<file path="src/rtl/sar_pkg.sv">
// Shared address decodes for the SAR assist.
// Assumes single-bit read and write address buses.
package sar_pkg;
    localparam logic ADDR_TRIAL = 1'b0;  // DAC trial register
    localparam logic ADDR_SAR   = 1'b1;  // conversion register / start command
endpackage

</file>
<file path="src/rtl/sar_edge_sync.sv">
// Two-flop synchronizer plus rising-edge detect for the analog phase clock.
// Assumes the input is asynchronous and slow relative to clk; the pulse is one clk wide.
module sar_edge_sync (
    input  logic clk,
    input  logic rst_n,
    input  logic async_in,
    output logic rise_o
);
    logic [2:0] sync_q;

    // shift the asynchronous level through the synchronizer and history flop
    always_ff @(posedge clk) begin
        if (!rst_n) sync_q <= '0;
        else        sync_q <= {sync_q[1:0], async_in};
    end

    assign rise_o = sync_q[1] & ~sync_q[2];

    AST_RISE_SINGLE: assert property (@(posedge clk) disable iff (!rst_n)
        rise_o |=> !rise_o);
endmodule

</file>
<file path="src/rtl/sar_step_reg.sv">
// Holds the SAR code, one-hot trial pointer, done flag and last comparator bit.
// Assumes start and step are never active together (start wins if they are).
module sar_step_reg #(
    parameter int N = 8
) (
    input  logic         clk,
    input  logic         rst_n,
    input  logic         start_i,
    input  logic         step_i,
    input  logic         cmp_i,
    output logic [N-1:0] code_o,
    output logic         busy_o,
    output logic         done_o,
    output logic         cmp_o
);
    localparam logic [N-1:0] MSB_ONLY = {1'b1, {(N-1){1'b0}}};

    logic [N-1:0] code_q;
    logic [N-1:0] ptr_q;
    logic         done_q;
    logic         cmp_q;
    logic [N-1:0] kept;

    // keep or clear the current trial bit from the comparator decision
    always_comb begin
        kept = cmp_i ? code_q : (code_q & ~ptr_q);
    end

    // load on start, advance one bit per released step
    always_ff @(posedge clk) begin
        if (!rst_n) begin
            code_q <= '0;
            ptr_q  <= '0;
            done_q <= 1'b0;
            cmp_q  <= 1'b0;
        end else if (start_i) begin
            code_q <= MSB_ONLY;
            ptr_q  <= MSB_ONLY;
            done_q <= 1'b0;
            cmp_q  <= 1'b0;
        end else if (step_i && busy_o) begin
            code_q <= kept | (ptr_q >> 1);
            ptr_q  <= ptr_q >> 1;
            done_q <= ptr_q[0];
            cmp_q  <= cmp_i;
        end
    end

    assign busy_o = |ptr_q;
    assign code_o = code_q;
    assign done_o = done_q;
    assign cmp_o  = cmp_q;

    AST_PTR_ONEHOT: assert property (@(posedge clk) disable iff (!rst_n)
        $onehot0(ptr_q));
    AST_DONE_IDLE: assert property (@(posedge clk) disable iff (!rst_n)
        done_q |-> (ptr_q == '0));
    AST_CODE_HOLD: assert property (@(posedge clk) disable iff (!rst_n)
        (!start_i && !(step_i && busy_o)) |=> $stable(code_q));
endmodule

</file>
<file path="src/rtl/sar_cpu_port.sv">
// CPU-side decode: stall generation, DAC register, start/step strobes, read mux.
// Assumes the CPU holds io_rd and io_raddr steady while io_stall is high.
module sar_cpu_port #(
    parameter int N = 8
) (
    input  logic         clk,
    input  logic         rst_n,
    input  logic         io_wr,
    input  logic         io_waddr,
    input  logic [N-1:0] io_wdata,
    input  logic         io_rd,
    input  logic         io_raddr,
    input  logic         rise_i,
    input  logic         busy_i,
    input  logic         done_i,
    input  logic         cmp_i,
    input  logic [N-1:0] code_i,
    output logic         io_stall,
    output logic [N+1:0] io_rdata,
    output logic [N-1:0] dac_code,
    output logic         start_o,
    output logic         step_o
);
    import sar_pkg::*;

    localparam logic [N-1:0] MSB_ONLY = {1'b1, {(N-1){1'b0}}};

    logic         sar_rd;
    logic         wr_ok;
    logic         rd_done;
    logic         sel_q;
    logic [N-1:0] dac_q;

    // decode stall, accepted writes and the released step
    always_comb begin
        sar_rd   = io_rd && (io_raddr == ADDR_SAR);
        io_stall = sar_rd && busy_i && !rise_i;
        wr_ok    = io_wr && !io_stall;
        start_o  = wr_ok && (io_waddr == ADDR_SAR);
        step_o   = sar_rd && busy_i && rise_i;
        rd_done  = io_rd && !io_stall;
    end

    // DAC trial register: loaded by DAC writes and by start
    always_ff @(posedge clk) begin
        if (!rst_n)                             dac_q <= '0;
        else if (start_o)                       dac_q <= MSB_ONLY;
        else if (wr_ok && io_waddr == ADDR_TRIAL) dac_q <= io_wdata;
    end

    // remember which register the last completed read selected
    always_ff @(posedge clk) begin
        if (!rst_n)       sel_q <= ADDR_SAR;
        else if (rd_done) sel_q <= io_raddr;
    end

    assign io_rdata = (sel_q == ADDR_SAR) ? {done_i, cmp_i, code_i} : {2'b00, dac_q};
    assign dac_code = dac_q;

    AST_STALL_NEEDS_READ: assert property (@(posedge clk) disable iff (!rst_n)
        io_stall |-> io_rd);
    AST_NO_WRITE_IN_STALL: assert property (@(posedge clk) disable iff (!rst_n)
        io_stall |=> $stable(dac_q));
    AST_DAC_ONLY_ON_WRITE: assert property (@(posedge clk) disable iff (!rst_n)
        !io_wr |=> $stable(dac_q));
    AST_IDLE_NO_STALL: assert property (@(posedge clk) disable iff (!rst_n)
        !busy_i |-> !io_stall);
endmodule

</file>
<file path="src/rtl/sar_stall_assist.sv">
// Top: firmware-driven SAR assist whose conversion reads wait for the phase-1 edge.
// Assumes phi1 is asynchronous and much slower than clk; the DAC and comparator are external.
module sar_stall_assist #(
    parameter int N = 8
) (
    input  logic         clk,
    input  logic         rst_n,
    input  logic         phi1,
    input  logic         cmp_in,
    input  logic         io_wr,
    input  logic         io_waddr,
    input  logic [N-1:0] io_wdata,
    input  logic         io_rd,
    input  logic         io_raddr,
    output logic [N+1:0] io_rdata,
    output logic         io_stall,
    output logic [N-1:0] dac_code
);
    logic         rise;
    logic         start;
    logic         step;
    logic         busy;
    logic         done;
    logic         last_cmp;
    logic [N-1:0] code;

    sar_edge_sync u_sync (
        .clk      (clk),
        .rst_n    (rst_n),
        .async_in (phi1),
        .rise_o   (rise)
    );

    sar_step_reg #(.N(N)) u_step (
        .clk     (clk),
        .rst_n   (rst_n),
        .start_i (start),
        .step_i  (step),
        .cmp_i   (cmp_in),
        .code_o  (code),
        .busy_o  (busy),
        .done_o  (done),
        .cmp_o   (last_cmp)
    );

    sar_cpu_port #(.N(N)) u_port (
        .clk      (clk),
        .rst_n    (rst_n),
        .io_wr    (io_wr),
        .io_waddr (io_waddr),
        .io_wdata (io_wdata),
        .io_rd    (io_rd),
        .io_raddr (io_raddr),
        .rise_i   (rise),
        .busy_i   (busy),
        .done_i   (done),
        .cmp_i    (last_cmp),
        .code_i   (code),
        .io_stall (io_stall),
        .io_rdata (io_rdata),
        .dac_code (dac_code),
        .start_o  (start),
        .step_o   (step)
    );
endmodule

</file>
<file path="config.mk">
export PLATFORM = sky130hd
export DESIGN_NAME = sar_stall_assist
export DESIGN_NICKNAME = d
export VERILOG_FILES = /design/src/rtl/sar_pkg.sv /design/src/rtl/sar_edge_sync.sv /design/src/rtl/sar_step_reg.sv /design/src/rtl/sar_cpu_port.sv /design/src/rtl/sar_stall_assist.sv
export SDC_FILE = /design/constraint.sdc
export NUM_CORES = 1
export LEC_CHECK = 0
export CORE_ASPECT_RATIO = 0.8
export CORE_MARGIN = 2
export CORE_UTILIZATION = 28
export CTS_BUF_LIST = sky130_fd_sc_hd__clkbuf_16
export CTS_CLUSTER_DIAMETER = 50
export CTS_CLUSTER_SIZE = 16
export DETAILED_ROUTE_END_ITERATION = 16
export DONT_BUFFER_PORTS = 1
export SETUP_SLACK_MARGIN = 0.15
export SYNTH_ARGS = -nofsm -noshare
export SYNTH_HDL_FRONTEND = slang
export SYNTH_HIERARCHICAL = 1
export SYNTH_SLANG_ARGS = --single-unit
</file>
<file path="constraint.sdc">
create_clock -name clk -period 2.45 [get_ports clk]
set_clock_uncertainty 0.2 [all_clocks]
set_input_delay 0.1225 -clock clk [delete_from_list [all_inputs] [get_ports clk]]
set_output_delay 0.1225 -clock clk [all_outputs]
set_load 0.05 [all_outputs]
</file>
==> results of run 1 <==
-- timing repair --
item,4_1_cts,5_1_grt
hold buffers,21,1
hold endpoints to repair,16,6
resized for setup,0,2
setup endpoints to repair,0,2
-- where the power goes --
part	leakage (nW)	total (W)	switching (W)	internal, W
clock	0.0724	0.000572	0.000206	0.000366
sequential	0.244	0.000531	0.0000311	0.000500
combinational	0.314	0.0000909	0.0000451	0.0000458
-- cells in the mapped netlist, drive strengths merged (5+ instances only) --
| library cell | instances |
|---|---|
| dfxtp | 30 |
| nand2 | 19 |
| a21oi | 16 |
| o21ai | 10 |
| inv | 8 |
| mux2 | 8 |
| mux2i | 8 |
| nand2b | 8 |
| nand3b | 8 |
| and2 | 6 |
| buf | 6 |
| nor2b | 5 |
-- worst max path at each step --
stage	startpoint	to	slack [ns]
CTS	u_step/ptr_q[0]	u_step/ptr_q[0]	0.32
global route	rst_n	u_port/dac_code[2]	0.26
global placement	u_step/ptr_q[0]	u_step/ptr_q[5]	0.33
floorplan	u_step/ptr_q[0]	u_step/code_o[0]	0.66
finish	rst_n	u_port/dac_code[5]	0.38
detailed placement	u_step/ptr_q[0]	u_step/ptr_q[3]	0.32
-- final cells by class --
class | count | area, µm²
flip-flops and latches | 30 | 601
well taps | 60 | 75.1
clock inverters | 3 | 12.5
multi-input cells | 98 | 677
inverters | 8 | 30.0
repair buffers | 23 | 228
clock buffers | 5 | 125
fillers | 460 | 2850
-- critical path, stage by stage --
cell	delay, ns
dlygate4sd3_1	1.06
nand3b_1	0.15
dlygate4sd3_1	0.61
mux2i_1	0.13
-- per-stage QoR --
step | setup WS [ns] | instance area (µm²) | cells | total power, W
2_1_floorplan | 0.656 | 1340 | 143 | 0.000596
3_3_place_gp | 0.328 | 1390 | 197 | 0.000600
3_5_place_dp | 0.322 | 1390 | 197 | 0.000601
4_1_cts | 0.315 | 1730 | 226 | 0.00121
5_1_grt | 0.264 | 1750 | 227 | 0.00125
6_report | 0.378 | 1750 | 227 | 0.00119
-- layer usage --
layer / vias up / GRT usage, %
met4: 0 / 3.81
met1: 480 / 16.4
met5: - / 0
li1: 533 / -
met3: 2 / 6.42
met2: 29 / 19.4
-- cells by family after synthesis --
logic type	share of synthesized area (%)
muxes	12.7
and+or+nand+nor	25.7
AOI/OAI and AO/OA	11.7
DFF	44.7
buffers and inverters	5.21
-- registers in the layout, summed over array words and instances (netlist names) --
register and cells:
u_port/dac_code 8, u_step/code_o 8, u_step/ptr_q 8, u_sync/sync_q 3, u_port/sel_q 1, u_step/cmp_o 1, u_step/done_o 1
==> run metrics, run 1 <==
setup TNS=0 ns; post-CTS setup buffer count=0; layout cell share with drive strength beyond 1=between 10 and 15%; period utilization=a little over four fifths; Critical Path Fanout Max=23; Rows=22; pin count of the biggest net entering global routing=24; f_max=a little under 500 MHz; hold path start=io_wr; syn nets=roughly 160; Max Root-Sink Buffers=2; number of synthesized flops with an enable pin=0; highest metal used=met4; RSZ-0062 raised after global routing=no; wire length on met3=about 230 µm; vias in the first global route=~1100; routed wl met2=~1300 µm; measured slew at the worst slew-check pin=0.801 ns; most frequent cells in the layout=dfxtp_1, dlygate4sd3_1, nand2_1, a21oi_1, inv_1; Arr. time, crit path=around 2.1 ns; outcome=finished, final reports clean; area grow syn2layout=30.1%; htree depth=2; boundary pin count=35; DP HPWL=~2000 µm; commonest non-fill, non-tap cell in the layout=dfxtp_1; clk_lat worst skew=around 0.28 ns; GP Congestion=0.789; Leak=approximately 0.63 nW; first-pass GRT wire length=between 5000 and 6000 µm; CTS clk-pin slew, worst paths=~0.050 ns; Reg2Reg Depth=6; DR vias/cell=4.60; Synth top area share=approximately 45%; 1st-iter DRT viols=between 50 and 60; register area share after synthesis=between 40% and 50%; ranking of synthesized cells by area=dfxtp_1, mux2_2, a21oi_1, mux2i_1, nand2_1; Fin. Hold Viols=0; post-DR wirelength/cell=about 14 µm; reg2reg start=u_step/ptr_q[0]; Layout Utilization=38.0%; top_reg_cell synth=dfxtp_1; Min-Delay Path Class=input port to flop; gr usage total=between 10 and 15%; VDD IR max=270 µV; full die area=5370 µm²; number of nets in the layout=approximately 180; CTS root buffer=clkbuf_16; Die Ht=approximately 66 µm; FF-to-FF End=u_port/dac_code[7]; MaxCap Viol Count=0; synth unique cells=26; Buffers on Ports=0; initial antenna violation count=0; grt ovf=0; final wirelength=around 3200 µm; Die Wd=roughly 81 µm; Worst setup EP type=flop; drt drc=0; Antenna Cells=0; CTS sink cnt=30; CORE AREA=~4600 µm²; max_slew headroom=between 40% and 50%; hold path depth=2; CTS Buf Count=5; crit start category=input port; Slew Viols, Final=0; pwr dens=just under 700 nW/µm²; Synth area leader=dfxtp_1; Critical Path RT=2.46 ns; Cells after Synth=~140; fraction of registers with async set/reset=0%; Tmin final=2.07 ns; M1 WL=~1600 µm; FF-to-FF setup slack=between 0.4 and 0.5 ns; Fin Hold WS=0.0500 ns; routed vias=around 1000; CTS tree=yes; Avg Inst Size Synth=~9.4 µm²; First-pass DRT Iterations=4; Post-Syn Area=between 1000 and 1500 µm²; final setup violation count=0; remaining antenna violation count after routing=0; Setup CP Type=input port to flop; flops & latches, synth=30; Initial Util=29.2%; Hold Path Sink=u_step/ptr_q[7]; yosys warns=6
Note: power is estimated with default switching activity, not from simulation.
==> run 2: changes to the inputs <==
ABC_AREA = 1   (was not set)
clock period = 1.7 ns   (was 2.45 ns; I/O delays follow)
==> run metrics, run 2 <==
Critical Path RT=1.41 ns (-1.05 ns); Synth area leader=dfxtp_1; CP max stage delay=0.33 ns (-0.73 ns); top cells by instance count after synthesis=nand2_1, dfxtp_1, inv_1; dpl ws=0.00169 ns (-0.321 ns); number of nets in the layout=271 (+49%); CTS tree=yes; DP HPWL=2370 µm (+17%); pwr dens=834 nW/µm² (+22%); boundary pin count=35 (unchanged); full die area=5840 µm² (+8.6%); most common cell in the synthesized netlist=nand2_1; pin count of the biggest net entering global routing=17 (-29%); fraction of registers with async set/reset=0% (unchanged); final wirelength=3670 µm (+16%); Synth top area share=41.0% (-3.7 points); VDD IR max=520 µV (+92%); Post-Syn Area=1470 µm² (+9.1%); initial antenna violation count=0 (unchanged); routed vias=1418 (+36%); CTS Buf Count=5 (unchanged); max_slew headroom=38.5% (-8.0 points); Tmin final=roughly 1.6 ns; layout cell share with drive strength beyond 1=38.7% (+25 points); 1st-iter DRT viols=58 (-1.7%); Leak=0.986 nW (+56%); period utilization=94.0%; CTS sink cnt=30 (unchanged); number of synthesized flops with an enable pin=0 (unchanged); Critical Path Fanout Max=4 (-83%); Cells after Synth=208 (+45%); Arr. time, crit path=1.31 ns (-0.77 ns); ranking of synthesized cells by area=dfxtp_1, nand2_1, a21oi_2, inv_1, nor2_1; setup ws final=0.102 ns (-0.276 ns); most frequent cells in the layout=nand2_1, buf_4, dfxtp_1, inv_1, a21oi_2; post-DR wirelength/cell=11.5 µm (-17%); Setup CP Type=flop to primary output; MaxCap Viol Count=0 (unchanged); drt drc=0 (unchanged); commonest non-fill, non-tap cell in the layout=nand2_1; f_max=~630 MHz; Die Ht=68.7 µm (+4.2%); first-pass GRT wire length=5890 µm (+16%); Max Root-Sink Buffers=2 (unchanged); crit start category=flop; CTS clk-pin slew, worst paths=0.05 ns (about the same); DR vias/cell=4.46 (-3.0%); top_reg_cell synth=dfxtp_1; Initial Util=29.1% (-0.11 points); htree depth=2 (unchanged); cell family with most CP delay=simple AND/OR/NAND/NOR gates; remaining antenna violation count after routing=0 (unchanged); synth unique cells=22 (-15%); Buffers on Ports=0 (unchanged); Avg Inst Size Synth=7.05 µm² (-25%); First-pass DRT Iterations=4 (unchanged); CTS root buffer=clkbuf_16; failing checks=negative hold slack; clk_lat worst skew=0.27 ns (about the same); area grow syn2layout=53.4%; WP buf/inv=3 (+1); final setup violation count=0 (unchanged); grt ovf=0 (unchanged); CORE AREA=5040 µm² (+9.6%); flops & latches, synth=30 (unchanged); Die Wd=84.9 µm (+4.2%); Slew Viols, Final=0 (unchanged); Worst setup EP type=primary output; Rows=23 (+4.5%); GP Congestion=0.811 (+2.9%); syn nets=224 (+41%); critical-path cell list=inv_2 > nand2_2 > nor2_4 > nand2_4 > nand4_4 > buf_8 > clkinv_8; Min-Delay Path Class=input port to flop; measured slew at the worst slew-check pin=0.923 ns (+0.122 ns); critical path's slowest cell=dfxtp_2; Antenna Cells=0 (unchanged); Fin. Hold Viols=1 (+1); RSZ-0062 raised after global routing=yes; yosys warns=6 (unchanged); vias in the first global route=1292 (+20%); register area share after synthesis=41.0% (-3.7 points); gr usage total=13.2% (+0.21 points); Fin Hold WS=-0.000817 ns (-0.0508 ns); outcome=finished, violations left
[run 2: cell count changes after synthesis, moves of 4 or more]
cell      before  now
and2_1         5    0
a21oi_1       16    8
nor2_1         0   16
nand2b_1       8    0
nor2b_1        4    0
nand2_1       19   72
nand3_1        1    9
inv_1          8   23
a21oi_2        0   10
mux2i_1        8    0
inv_2          0    7
mux2_2         8    0
nand3b_1       8    0
[run 2: area by class of cell]
cell class / count / area (µm²)
well taps: 62 / 77.6
fillers: 483 / 2790
repair buffers: 45 / 439
flip-flops and latches: 30 / 614
clock buffers: 5 / 125
clock inverters: 3 / 12.5
multi-input cells: 142 / 840
inverters: 31 / 141
[run 2: kinds of logic (layout without fill, tap and decap cells)]
group | after synthesis | count (layout) | synth area share, %
buf+inv | 37 | 84 | 11.3
simple gates | 108 | 109 | 34.0
flops | 30 | 30 | 41.0
compound gates | 33 | 33 | 13.8
[run 2: worst register-to-register path: cells and delay by family (launching register included)]
kind | cells | cell delay [ns]
buffers and inverters | 2 | 0.22
AND/OR/NAND/NOR | 8 | 0.76
flip-flops | 1 | 0.33
[run 2: where the power goes]
part           leakage (nW)  switching (W)  total (W)  internal [W]
Combinational         0.664       0.000201   0.000308      0.000107
Sequential            0.249      0.0000144   0.000742      0.000727
Clock                0.0724       0.000300   0.000827      0.000527
Total                 0.986       0.000515    0.00188       0.00136
[run 2: per-layer routing]
layer	routed length, µm	up-vias	part of all wire [%]	global-route usage, %
met1	1780	634	49	17.4
met4	68	0	1.9	6.55
met2	1630	31	44	19.5
li1	-	746	-	-
met3	190	7	5.2	4.29
met5	0	-	0	0
[run 2: what timing repair did]
item                                   4_1_cts  5_1_grt
setup endpoints to repair                   31       29
cloned                                       0        1
endpoints found under the hold margin       30        0
hold buffers                                15        0
pin swaps                                    5        8
resized for setup                           12       24
setup buffers                                5        3
[run 2: worst paths after layout]
check	startpoint	endpoint	slack [ns]	cells after the start
min	io_rd	u_step/code_o[7]	-0.0008	5
max reg2reg	u_step/ptr_q[5]	u_port/dac_code[1]	0.13	10
max	u_step/ptr_q[5]	io_stall	0.10	7
min reg2reg	u_sync/sync_q[0]	u_sync/sync_q[1]	0.22	2
[run 2: metrics by stage]
stage | util (%) | power, W | TNS, ns | cell area, µm² | cells
after floorplan | - | 0.000938 | -0.0316 | 1530 | 208
after global placement | 34.7 | 0.000990 | 0 | 1750 | 286
after detailed placement | 34.7 | 0.000991 | 0 | 1750 | 286
after CTS | 42.1 | 0.00188 | 0 | 2120 | 314
after global routing | 44.7 | 0.00197 | 0 | 2250 | 318
final | 44.7 | 0.00188 | 0 | 2250 | 318
